==> config.mk <==
export PLATFORM = sky130hd
export DESIGN_NAME = quad_pos_counter
export DESIGN_NICKNAME = d
export VERILOG_FILES = /design/src/rtl/qpc_pkg.sv /design/src/rtl/qpc_rst_sync.sv /design/src/rtl/qpc_quad_front.sv /design/src/rtl/qpc_clear_ctrl.sv /design/src/rtl/qpc_target_cmp.sv /design/src/rtl/quad_pos_counter.sv
export SDC_FILE = /design/constraint.sdc
export NUM_CORES = 2
export LEC_CHECK = 0
export BUFFER_PORTS_ARGS = -buffer_cell sky130_fd_sc_hd__buf_4
export CORE_ASPECT_RATIO = 0.7
export CORE_MARGIN = 2
export CORE_UTILIZATION = 35
export CTS_BUF_LIST = sky130_fd_sc_hd__clkbuf_8
export DETAILED_ROUTE_END_ITERATION = 6
export PLACE_DENSITY = 0.6
export SYNTH_ARGS = -nofsm -noshare
export SYNTH_HDL_FRONTEND = slang
export SYNTH_HIERARCHICAL = 1
export SYNTH_SLANG_ARGS = --single-unit
==> constraint.sdc <==
create_clock -name clk -period 9.8 [get_ports clk]
set_input_delay 1.96 -clock clk [delete_from_list [all_inputs] [get_ports clk]]
set_output_delay 1.96 -clock clk [all_outputs]
set_load 0.05 [all_outputs]
==> src/rtl/qpc_pkg.sv <==
package qpc_pkg;

  typedef enum logic {
    CLR_DIRECT = 1'b0,
    CLR_INDEX  = 1'b1
  } clr_mode_e;

  // Gray phase pair to a 2-bit position that rises in the forward direction.
  function automatic logic [1:0] phase_pos(input logic a, input logic b);
    return {a, a ^ b};
  endfunction

endpackage

==> src/rtl/qpc_rst_sync.sv <==
module qpc_rst_sync (
  input  logic clk,
  input  logic arst_n,
  output logic srst_n
);
  logic [1:0] stage_q;

  always_ff @(posedge clk or negedge arst_n) begin
    if (!arst_n) stage_q <= 2'b00;
    else         stage_q <= {stage_q[0], 1'b1};
  end

  assign srst_n = stage_q[1];
endmodule

==> src/rtl/qpc_quad_front.sv <==
module qpc_quad_front #(
  parameter int SYNC_STAGES = 2
) (
  input  logic clk,
  input  logic rst_n,
  input  logic a_in,
  input  logic b_in,
  input  logic z_in,
  output logic step_up,
  output logic step_dn,
  output logic step_bad,
  output logic z_rise
);
  import qpc_pkg::*;

  logic [SYNC_STAGES-1:0] a_sh_q, b_sh_q, z_sh_q;
  logic [SYNC_STAGES-1:0] a_sh_d, b_sh_d, z_sh_d;
  logic a_p_q, b_p_q, z_p_q;
  logic a_s, b_s, z_s;
  logic [1:0] pos_now, pos_old, delta;

  if (SYNC_STAGES > 1) begin : g_chain
    assign a_sh_d = {a_sh_q[SYNC_STAGES-2:0], a_in};
    assign b_sh_d = {b_sh_q[SYNC_STAGES-2:0], b_in};
    assign z_sh_d = {z_sh_q[SYNC_STAGES-2:0], z_in};
  end else begin : g_single
    assign a_sh_d = a_in;
    assign b_sh_d = b_in;
    assign z_sh_d = z_in;
  end

  assign a_s = a_sh_q[SYNC_STAGES-1];
  assign b_s = b_sh_q[SYNC_STAGES-1];
  assign z_s = z_sh_q[SYNC_STAGES-1];

  always_comb begin
    pos_now  = phase_pos(a_s, b_s);
    pos_old  = phase_pos(a_p_q, b_p_q);
    delta    = pos_now - pos_old;
    step_up  = (delta == 2'd1);
    step_dn  = (delta == 2'd3);
    step_bad = (delta == 2'd2);
    z_rise   = z_s & ~z_p_q;
  end

  always_ff @(posedge clk or negedge rst_n) begin
    if (!rst_n) begin
      a_sh_q <= '0;
      b_sh_q <= '0;
      z_sh_q <= '0;
      a_p_q  <= 1'b0;
      b_p_q  <= 1'b0;
      z_p_q  <= 1'b0;
    end else begin
      a_sh_q <= a_sh_d;
      b_sh_q <= b_sh_d;
      z_sh_q <= z_sh_d;
      a_p_q  <= a_s;
      b_p_q  <= b_s;
      z_p_q  <= z_s;
    end
  end
endmodule

==> src/rtl/qpc_clear_ctrl.sv <==
module qpc_clear_ctrl (
  input  logic clk,
  input  logic rst_n,
  input  logic scan_tick,
  input  logic clr_req,
  input  logic clr_mode,
  input  logic z_rise,
  output logic clr_fire
);
  import qpc_pkg::*;

  logic arm_q, arm_d;
  logic direct_fire, index_fire;

  always_comb begin
    direct_fire = scan_tick & clr_req & (clr_mode == CLR_DIRECT);
    index_fire  = (clr_mode == CLR_INDEX) & arm_q & z_rise;
    clr_fire    = direct_fire | index_fire;
    arm_d       = arm_q;
    if (scan_tick)       arm_d = clr_req & (clr_mode == CLR_INDEX);
    else if (index_fire) arm_d = 1'b0;
  end

  always_ff @(posedge clk or negedge rst_n) begin
    if (!rst_n) arm_q <= 1'b0;
    else        arm_q <= arm_d;
  end
endmodule

==> src/rtl/qpc_target_cmp.sv <==
module qpc_target_cmp #(
  parameter int CNT_W = 32,
  parameter int DEPTH = 48,
  parameter int IDX_W = $clog2(DEPTH),
  parameter int NUM_W = $clog2(DEPTH + 1)
) (
  input  logic             clk,
  input  logic             rst_n,
  input  logic [CNT_W-1:0] count,
  input  logic             count_moved,
  input  logic             cmp_en,
  input  logic             tbl_we,
  input  logic [IDX_W-1:0] tbl_addr,
  input  logic [CNT_W-1:0] tbl_data,
  input  logic [NUM_W-1:0] tbl_used,
  output logic             hit_irq,
  output logic [IDX_W-1:0] hit_idx
);
  localparam int PW = NUM_W + 1;

  logic [CNT_W-1:0] mem [DEPTH];
  logic [IDX_W-1:0] ptr_q, ptr_d, idx_q, idx_d;
  logic [DEPTH-1:0] fired_q, fired_d;
  logic             irq_q, irq_d;
  logic [PW-1:0]    lim;
  logic             in_range, hit;

  always_comb begin
    lim      = (PW'(tbl_used) > PW'(DEPTH)) ? PW'(DEPTH) : PW'(tbl_used);
    in_range = PW'(ptr_q) < lim;
    hit      = cmp_en & in_range & ~fired_q[ptr_q] & (mem[ptr_q] == count);
    if ((lim == '0) || (PW'(ptr_q) + 1'b1 >= lim)) ptr_d = '0;
    else                                            ptr_d = ptr_q + 1'b1;
    fired_d = fired_q;
    if (count_moved) fired_d = '0;
    else if (hit)    fired_d[ptr_q] = 1'b1;
    irq_d = hit;
    idx_d = hit ? ptr_q : idx_q;
  end

  always_ff @(posedge clk) begin
    if (tbl_we && (PW'(tbl_addr) < PW'(DEPTH))) mem[tbl_addr] <= tbl_data;
  end

  always_ff @(posedge clk or negedge rst_n) begin
    if (!rst_n) begin
      ptr_q   <= '0;
      idx_q   <= '0;
      fired_q <= '0;
      irq_q   <= 1'b0;
    end else begin
      ptr_q   <= ptr_d;
      idx_q   <= idx_d;
      fired_q <= fired_d;
      irq_q   <= irq_d;
    end
  end

  assign hit_irq = irq_q;
  assign hit_idx = idx_q;
endmodule

==> src/rtl/quad_pos_counter.sv <==
module quad_pos_counter #(
  parameter int CNT_W       = 32,
  parameter int TBL_DEPTH   = 48,
  parameter int SYNC_STAGES = 2,
  localparam int IDX_W      = $clog2(TBL_DEPTH),
  localparam int NUM_W      = $clog2(TBL_DEPTH + 1)
) (
  input  logic             clk,
  input  logic             rst_n,
  input  logic             quad_a,
  input  logic             quad_b,
  input  logic             quad_z,
  input  logic             scan_tick,
  input  logic             clr_req,
  input  logic             clr_mode,
  input  logic             cmp_en,
  input  logic             tbl_we,
  input  logic [IDX_W-1:0] tbl_addr,
  input  logic [CNT_W-1:0] tbl_data,
  input  logic [NUM_W-1:0] tbl_used,
  output logic [CNT_W-1:0] count,
  output logic             phase_err,
  output logic             hit_irq,
  output logic [IDX_W-1:0] hit_idx
);
  logic             srst_n;
  logic             step_up, step_dn, step_bad, z_rise;
  logic             clr_fire;
  logic [CNT_W-1:0] count_q, count_d;
  logic             err_q, err_d;
  logic             count_moved;

  qpc_rst_sync u_rst (
    .clk    (clk),
    .arst_n (rst_n),
    .srst_n (srst_n)
  );

  qpc_quad_front #(.SYNC_STAGES(SYNC_STAGES)) u_front (
    .clk      (clk),
    .rst_n    (srst_n),
    .a_in     (quad_a),
    .b_in     (quad_b),
    .z_in     (quad_z),
    .step_up  (step_up),
    .step_dn  (step_dn),
    .step_bad (step_bad),
    .z_rise   (z_rise)
  );

  qpc_clear_ctrl u_clr (
    .clk       (clk),
    .rst_n     (srst_n),
    .scan_tick (scan_tick),
    .clr_req   (clr_req),
    .clr_mode  (clr_mode),
    .z_rise    (z_rise),
    .clr_fire  (clr_fire)
  );

  always_comb begin
    count_d = count_q;
    if (clr_fire)     count_d = '0;
    else if (step_up) count_d = count_q + 1'b1;
    else if (step_dn) count_d = count_q - 1'b1;
    err_d       = err_q | step_bad;
    count_moved = (count_d != count_q);
  end

  always_ff @(posedge clk or negedge srst_n) begin
    if (!srst_n) begin
      count_q <= '0;
      err_q   <= 1'b0;
    end else begin
      count_q <= count_d;
      err_q   <= err_d;
    end
  end

  qpc_target_cmp #(
    .CNT_W (CNT_W),
    .DEPTH (TBL_DEPTH),
    .IDX_W (IDX_W),
    .NUM_W (NUM_W)
  ) u_cmp (
    .clk         (clk),
    .rst_n       (srst_n),
    .count       (count_q),
    .count_moved (count_moved),
    .cmp_en      (cmp_en),
    .tbl_we      (tbl_we),
    .tbl_addr    (tbl_addr),
    .tbl_data    (tbl_data),
    .tbl_used    (tbl_used),
    .hit_irq     (hit_irq),
    .hit_idx     (hit_idx)
  );

  assign count     = count_q;
  assign phase_err = err_q;
endmodule

# After elaboration in Yosys (flattened, before gate mapping)
# Memory sizes are Yosys's and may differ from the RTL's.
# Cells that the tools add are included.
[classes]
addsub = 5
order_cmp = 6
n_eq_ne = 5
n_mux = 15
bitwise_logic = 17
n_reduce_logical = 6
[ops]
columns = ["op", "count"]
rows = [
  ["2-to-1 mux 32 bit", 3],
  ["2-to-1 mux 48 bit", 2],
  ["OR 48 bit", 1],
  ["adder 32 x 1 -> 32 bit (second input constant)", 1],
  ["== test 32 bit", 1],
  ["!= test 32 bit", 1],
  ["subtractor 32 x 1 -> 32 bit (second input constant)", 1],
  ["2-to-1 mux 6 bit", 2],
  ["AND 1 bit", 9],
  ["adder 6 x 1 -> 7 bit (second input constant)", 1],
  ["greater-or-equal comparator 7 bit", 1],
  ["logical NOT 7 bit", 1],
  ["less-than comparator 6 x 7 -> 1 bit", 1],
  ["less-than comparator 6 x 7 -> 1 bit (second input constant)", 1],
  ["adder 6 x 1 -> 6 bit (second input constant)", 1],
  ["binary-select mux 1 bit (select 6 bit)", 1],
  ["demux 1 bit (select 6 bit)", 1],
  ["greater-or-equal comparator 6 x 1 -> 1 bit (second input constant)", 1],
  ["> comparator 6 bit (second input constant)", 1],
  ["less-than comparator 6 bit (second input constant)", 1],
  ["2-to-1 mux 1 bit", 6],
  ["== test 2 bit (second input constant)", 2],
  ["nonzero test 2 bit", 2],
  ["inverter 1 bit", 3],
  ["6 further kinds", 9],
]
[word_totals]
register_bits = 106
mem_bits_rw = 1536
inputBits = 54
out_inout_bits = 40
word_cells = 69
n_memories = 1
[mem_list]
columns = ["name", "depth", "word_bits", "rd", "rd_ports_with_merged_regs", "wr", "line_no", "rtl"]
rows = [
  ["u_cmp.mem", 48, 32, 1, 0, 1, "qpc_target_cmp.sv:21", "logic [CNT_W-1:0] mem [DEPTH];"],
]

# Depth between registers and ports, before layout
[logic_depth]
depth_word = 8
ltp_mapped = 21

# Modules after synthesis
# The synthesis kept the hierarchy.
[modules_own_cells]
columns = ["module", "n_inst", "cells_per_inst", "area_per_inst_um2"]
rows = [
  ["qpc_target_cmp", 1, 3541, 62999.2],
  ["quad_pos_counter", 1, 307, 2443.6],
  ["qpc_quad_front", 1, 17, 311.5],
  ["qpc_clear_ctrl", 1, 7, 62.6],
  ["qpc_rst_sync", 1, 3, 53.8],
]

# Worst setup path before layout
# Ideal clock, no wire load.
[synth_path]
kind = "in2reg"
startpoint = "in tbl_used[4]"
endpoint = "reg u_cmp.fired_q[40]"
setup_time_ps = 82
arrival_ps = 4457
required_ps = 9718
setup_slack_ps = 5261
path_stages = 15
n_path_buf = 3
path_cell_list = "nand2_1 -> nand2_1 -> ha_1 -> a21o_1 -> a21oi_1 -> o21ai_0 -> a21o_1 -> nor4_1 -> nand4b_1 -> nand4b_1 -> or4_4 -> buf_6 -> buf_6 -> buf_8 -> o22ai_2"
[synth_via]
elab_chain_len = 7
[synth_rtl]
columns = ["item", "line_no", "rtl"]
rows = [
  ["start: declaration", "quad_pos_counter.sv:20", "input logic [NUM_W-1:0] tbl_used,"],
  ["> comparator 6 bit", "qpc_target_cmp.sv:29", "lim = (PW'(tbl_used) > PW'(DEPTH)) ? PW'(DEPTH) : PW'(tbl_used);"],
  ["2-to-1 mux 6 bit (*)", "qpc_target_cmp.sv:29", ""],
  ["less-than comparator 6 x 7 -> 1 bit (*)", "qpc_target_cmp.sv:30", "in_range = PW'(ptr_q) < lim;"],
  ["AND 1 bit (*) (3 in series)", "qpc_target_cmp.sv:31", "hit = cmp_en & in_range & ~fired_q[ptr_q] & (mem[ptr_q] == count);"],
  ["nonzero test 2 bit (no line) (*)", "--", ""],
  ["end signal: assignment", "qpc_target_cmp.sv:54", "fired_q <= fired_d;"],
  ["end: declaration", "qpc_target_cmp.sv:23", "logic [DEPTH-1:0] fired_q, fired_d;"],
]
# Every way passes the cells marked *; elsewhere a longest branch is shown, timed or not.
# A chain may end at the register's enable or synchronous reset.

# Worst setup path in the final report
[layout_path]
startpoint = "reg u_cmp.ptr_q[0]"
endpoint = "reg u_cmp.idx_q[5] (netlist: u_cmp/hit_idx[5])"
[layout_via]
elab_chain_len = 5
elab_cells_between_ends = 9
cone_classes = "order compare (1); eq/ne (1); mux (2); bitwise (4); memory (1)"
[layout_rtl]
columns = ["item", "line_no", "rtl"]
rows = [
  ["start: declaration", "qpc_target_cmp.sv:22", "logic [IDX_W-1:0] ptr_q, ptr_d, idx_q, idx_d;"],
  ["start signal: assignment", "qpc_target_cmp.sv:52", "ptr_q <= ptr_d;"],
  ["branches (longest 4 deep; another with memory (48 x 32 bit))", "--", ""],
  ["AND 1 bit (*)", "qpc_target_cmp.sv:31", ""],
  ["end signal: assignment", "qpc_target_cmp.sv:53", "idx_q <= idx_d;"],
  ["end: declaration", "qpc_target_cmp.sv:22", ""],
]
# Mark *: on every way between the ends. The select of a mux whose other input is x is not followed.

==> impl_metrics.py <==
metrics = {
    "outcome": {
        "status": "finished with violations",
        "violations": "design-rule violations",
    },
    "power": {
        "switching_share": 0.384,
        "switchingPower_mw": 7.79,
        "clockPowerShare": 0.255,
        "internal_power_mw": 12.5,
        "pwr-share-comb": 0.344,
        "powerDensity_nw_per_um2": 274,
        "ir_drop_mv": 0.158,
        "power_frac_seq": 0.401,
        "power_leakage_nw": 23.8,
    },
    "detailed_routing": {
        "drt-total-wl_um": 219000,
        "wl_met1_um": 90200,
        "drc": 4,
        "top_layer": "met5",
        "wl_met3_um": 28700,
        "num_vias": 40600,
        "drtIter0Drc": 6632,
        "drtAntennaViolNets": 0,
        "drt-pass1-iter-count": 7,
        "routed-wl-met2_um": 94000,
        "wl_per_cell_um": 32.6,
        "vias_per_cell": 6.03,
    },
    "critical_path": {
        "cpPeakStageDelay_ps": 910,
        "cp_max_fo": 55,
        "reg2reg_from": "u_cmp/ptr_q[0]",
        "crit_start": "u_cmp/ptr_q[0]",
        "path_cells": "buf_4, inv_4, buf_4, a221oi_1, nor2_1, o21ai_0, o211ai_1, xor2_1, nor4_1, nand4_1, or4_4, mux2_2",
        "required_ps": 10580,
        "reg2reg_to": "u_cmp/hit_idx[5]",
        "reg2regPathDepth": 12,
        "cpMostUsedCell": "buf_4",
        "cp-end-kind": "register",
        "regToRegSetupSlack_ps": 3320,
        "endpoint": "u_cmp/hit_idx[5]",
        "crit_slowest_cell": "dfrtp_4",
        "criticalPathCategory": "reg -> reg",
        "worstSetupStartpointType": "register",
        "arrival_ps": 7260,
    },
    "run": {
        "maxCapViolations": 0,
    },
    "clock_tree": {
        "cts-htree-levels": 4,
        "post_cts_resized": 0,
        "cts_made_buffers": 231,
        "hold_buffers": 0,
        "cts-root-buf": "clkbuf_8",
        "cts_sinks": 1642,
        "clock_latency_ps": 970,
        "clkTransAtPathRegs_ps": 70,
        "post_cts_buffers": 0,
        "cts_buffer_depth": 4,
        "cts_tree": "done",
    },
    "synth": {
        "syn_nets": 3945,
        "ys_ff_latch": 1642,
        "ys_async_sr_fraction": 0.0646,
        "synth-main-ff-cell": "edfxtp_1",
        "syn_inst": 3875,
        "yosys.area.top_type": "edfxtp_1",
        "synth_fa_ha_area_frac": 0.00304,
        "synth_mux_area_frac": 0.0849,
        "synth-edff-count": 1536,
        "yosysMostFrequentCell": "edfxtp_1",
        "synth_top_area_frac": 0.700,
        "syn_area_um2": 65900,
        "synth_top_family_by_area": "compound AO/OA/AOI/OAI gates",
        "synth.distinct_cells": 93,
        "synth_compound_area_frac": 0.0955,
        "ys_seq_area_frac": 0.740,
        "yosys.area_share.simple": 0.0425,
        "synth_top_cells_by_count": "1536 x edfxtp_1, 183 x a221oi_1, 179 x mux2i_1",
        "ys_warn_count": 6,
        "synthTopCellsByArea": "edfxtp_1 70%, dfrtp_1 4.0%, mux4_2 3.3%",
        "synth-xor-area-share": 0.00847,
        "syn_area_per_cell_um2": 17.0,
    },
    "timing": {
        "finalHoldViolCount": 0,
        "slew_headroom": 0.165,
        "rsz0062_at_grt": "false",
        "max_slew.worst_pin.slew_ps": 1250,
        "finalSetupTns_ps": 0,
        "setup_viol": 0,
        "slew_viol_final": 0,
        "period_share": 0.661,
        "skew_ps": 80.6,
        "min_period_ps": 6480,
        "clock.fmax_mhz": 154,
    },
    "grt": {
        "grt_max_degree": 83,
        "track_usage": 0.223,
        "antenna_found_initial": 20,
        "grt_pass1_wl_um": 304000,
        "globalRouteOverflowTotal": 0,
        "grt_pass1_vias": 38300,
    },
    "placed_design": {
        "dpl_cell_area_um2": 69700,
        "io_buffers": 93,
        "place_hpwl_um": 124000,
        "gp_congestion": 0.863,
    },
    "final_layout": {
        "area_growth_pct": 12.4,
        "layout-drive-gt1-share": 0.199,
        "num-nets-final": 4111,
        "design_area_um2": 74000,
    },
    "floorplanning": {
        "die_area_um2": 192000,
        "start_util": 0.352,
        "dieWidth_um": 523,
        "num_rows": 133,
        "fp.coreArea_um2": 187000,
        "pin_count": 94,
        "fp.dieH_um": 367,
    },
    "worst_hold_path": {
        "min_path_type": "reg -> async",
    },
}
-- state kept, by name, indices dropped and copies added, names as in the netlist, 2 cells and up --
register        count
u_cmp/fired_q      48
u_cmp/ptr_q         6
u_rst/stage_q       2
count              32
u_front/z_sh_q      2
u_cmp/mem        1536
u_front/a_sh_q      2
u_front/b_sh_q      2
u_cmp/hit_idx       6
-- power by group through the flow --
stage / clock network (mW) / registers [mW] / logic (mW)
detailed placement: 0 / 8.28 / 6.74
floorplan: 0 / 8.17 / 4.11
finish: 5.18 / 8.15 / 6.99
global placement: 0 / 8.28 / 6.74
CTS: 5.24 / 8.13 / 6.76
global route: 5.55 / 8.14 / 7.19
-- per-layer routing --
metal  vias up  track usage
li1      16200            -
met1     21100        0.332
met2      2863        0.320
met3       411       0.0598
met4         8       0.0566
met5         -            0
-- how the worst min path moves through the flow --
stage	from	end	cells past startpoint
3_3_place_gp	u_rst/stage_q[1]	u_clr/arm_q	0
2_1_floorplan	u_front/a_sh_q[0]	u_front/a_sh_q[1]	0
3_5_place_dp	u_rst/stage_q[1]	u_clr/arm_q	0
4_1_cts	u_rst/stage_q[1]	u_front/a_sh_q[1]	0
6_report	u_rst/stage_q[1]	u_front/a_sh_q[1]	0
5_1_grt	u_rst/stage_q[1]	u_front/a_sh_q[1]	0
-- cells in the final DEF, fill, tap and decap left out, types with 101 or more instances in the layout --
| cell | n |
|---|---|
| edfxtp_1 | 1536 |
| clkbuf_8 | 234 |
| buf_4 | 205 |
| a221oi_1 | 183 |
| mux2i_1 | 179 |
| inv_1 | 141 |
| nand2_1 | 133 |
| mux2_2 | 130 |
| a22oi_1 | 116 |
| nor2_1 | 106 |
| dfrtp_1 | 101 |
-- through the flow --
step	hold WS, ps	setup slack [ps]	std cells	util	power [mW]
after floorplan	331	5260	3875	-	12.3
after global placement	262	3600	6304	0.372	15.0
after detailed placement	265	3600	6304	0.372	15.0
after CTS	226	3590	6714	0.395	20.1
after global routing	265	3360	6719	0.395	20.9
final	216	3320	6724	0.395	20.3
-- cell type report --
class	instances	area, um2
fill	17100	113000
sequential	1642	48800
multi-input combinational	1886	15900
clock buffer	234	3220
tap	2497	3120
timing repair buffer	212	1660
clock inverter	176	1050
inverter	68	260
antenna	9	22.5
-- critical path: cells and delay by family (launching register included) --
family | cells | cell delay, ps
xor gates and xnor gates | 1 | 320
AOI/OAI and AO/OA | 3 | 1540
buffers and inverters | 3 | 1530
muxes | 1 | 410
and+or+nand+nor | 4 | 1490
DFF | 1 | 910
-- cells by family (layout without fill, tap and decap cells) --
| group | Yosys count | in the layout |
|---|---|---|
| buffers and inverters | 347 | 690 |
| multiplexers | 413 | 413 |
| flip-flops | 1642 | 1642 |
| adder cells (fa/ha/maj) | 16 | 16 |
| AO/OA/AOI/OAI | 844 | 844 |
| AND/OR/NAND/NOR | 550 | 550 |
| XOR/XNOR | 62 | 62 |
| other | 1 | 10 |
(Power assumes the default switching activity.)
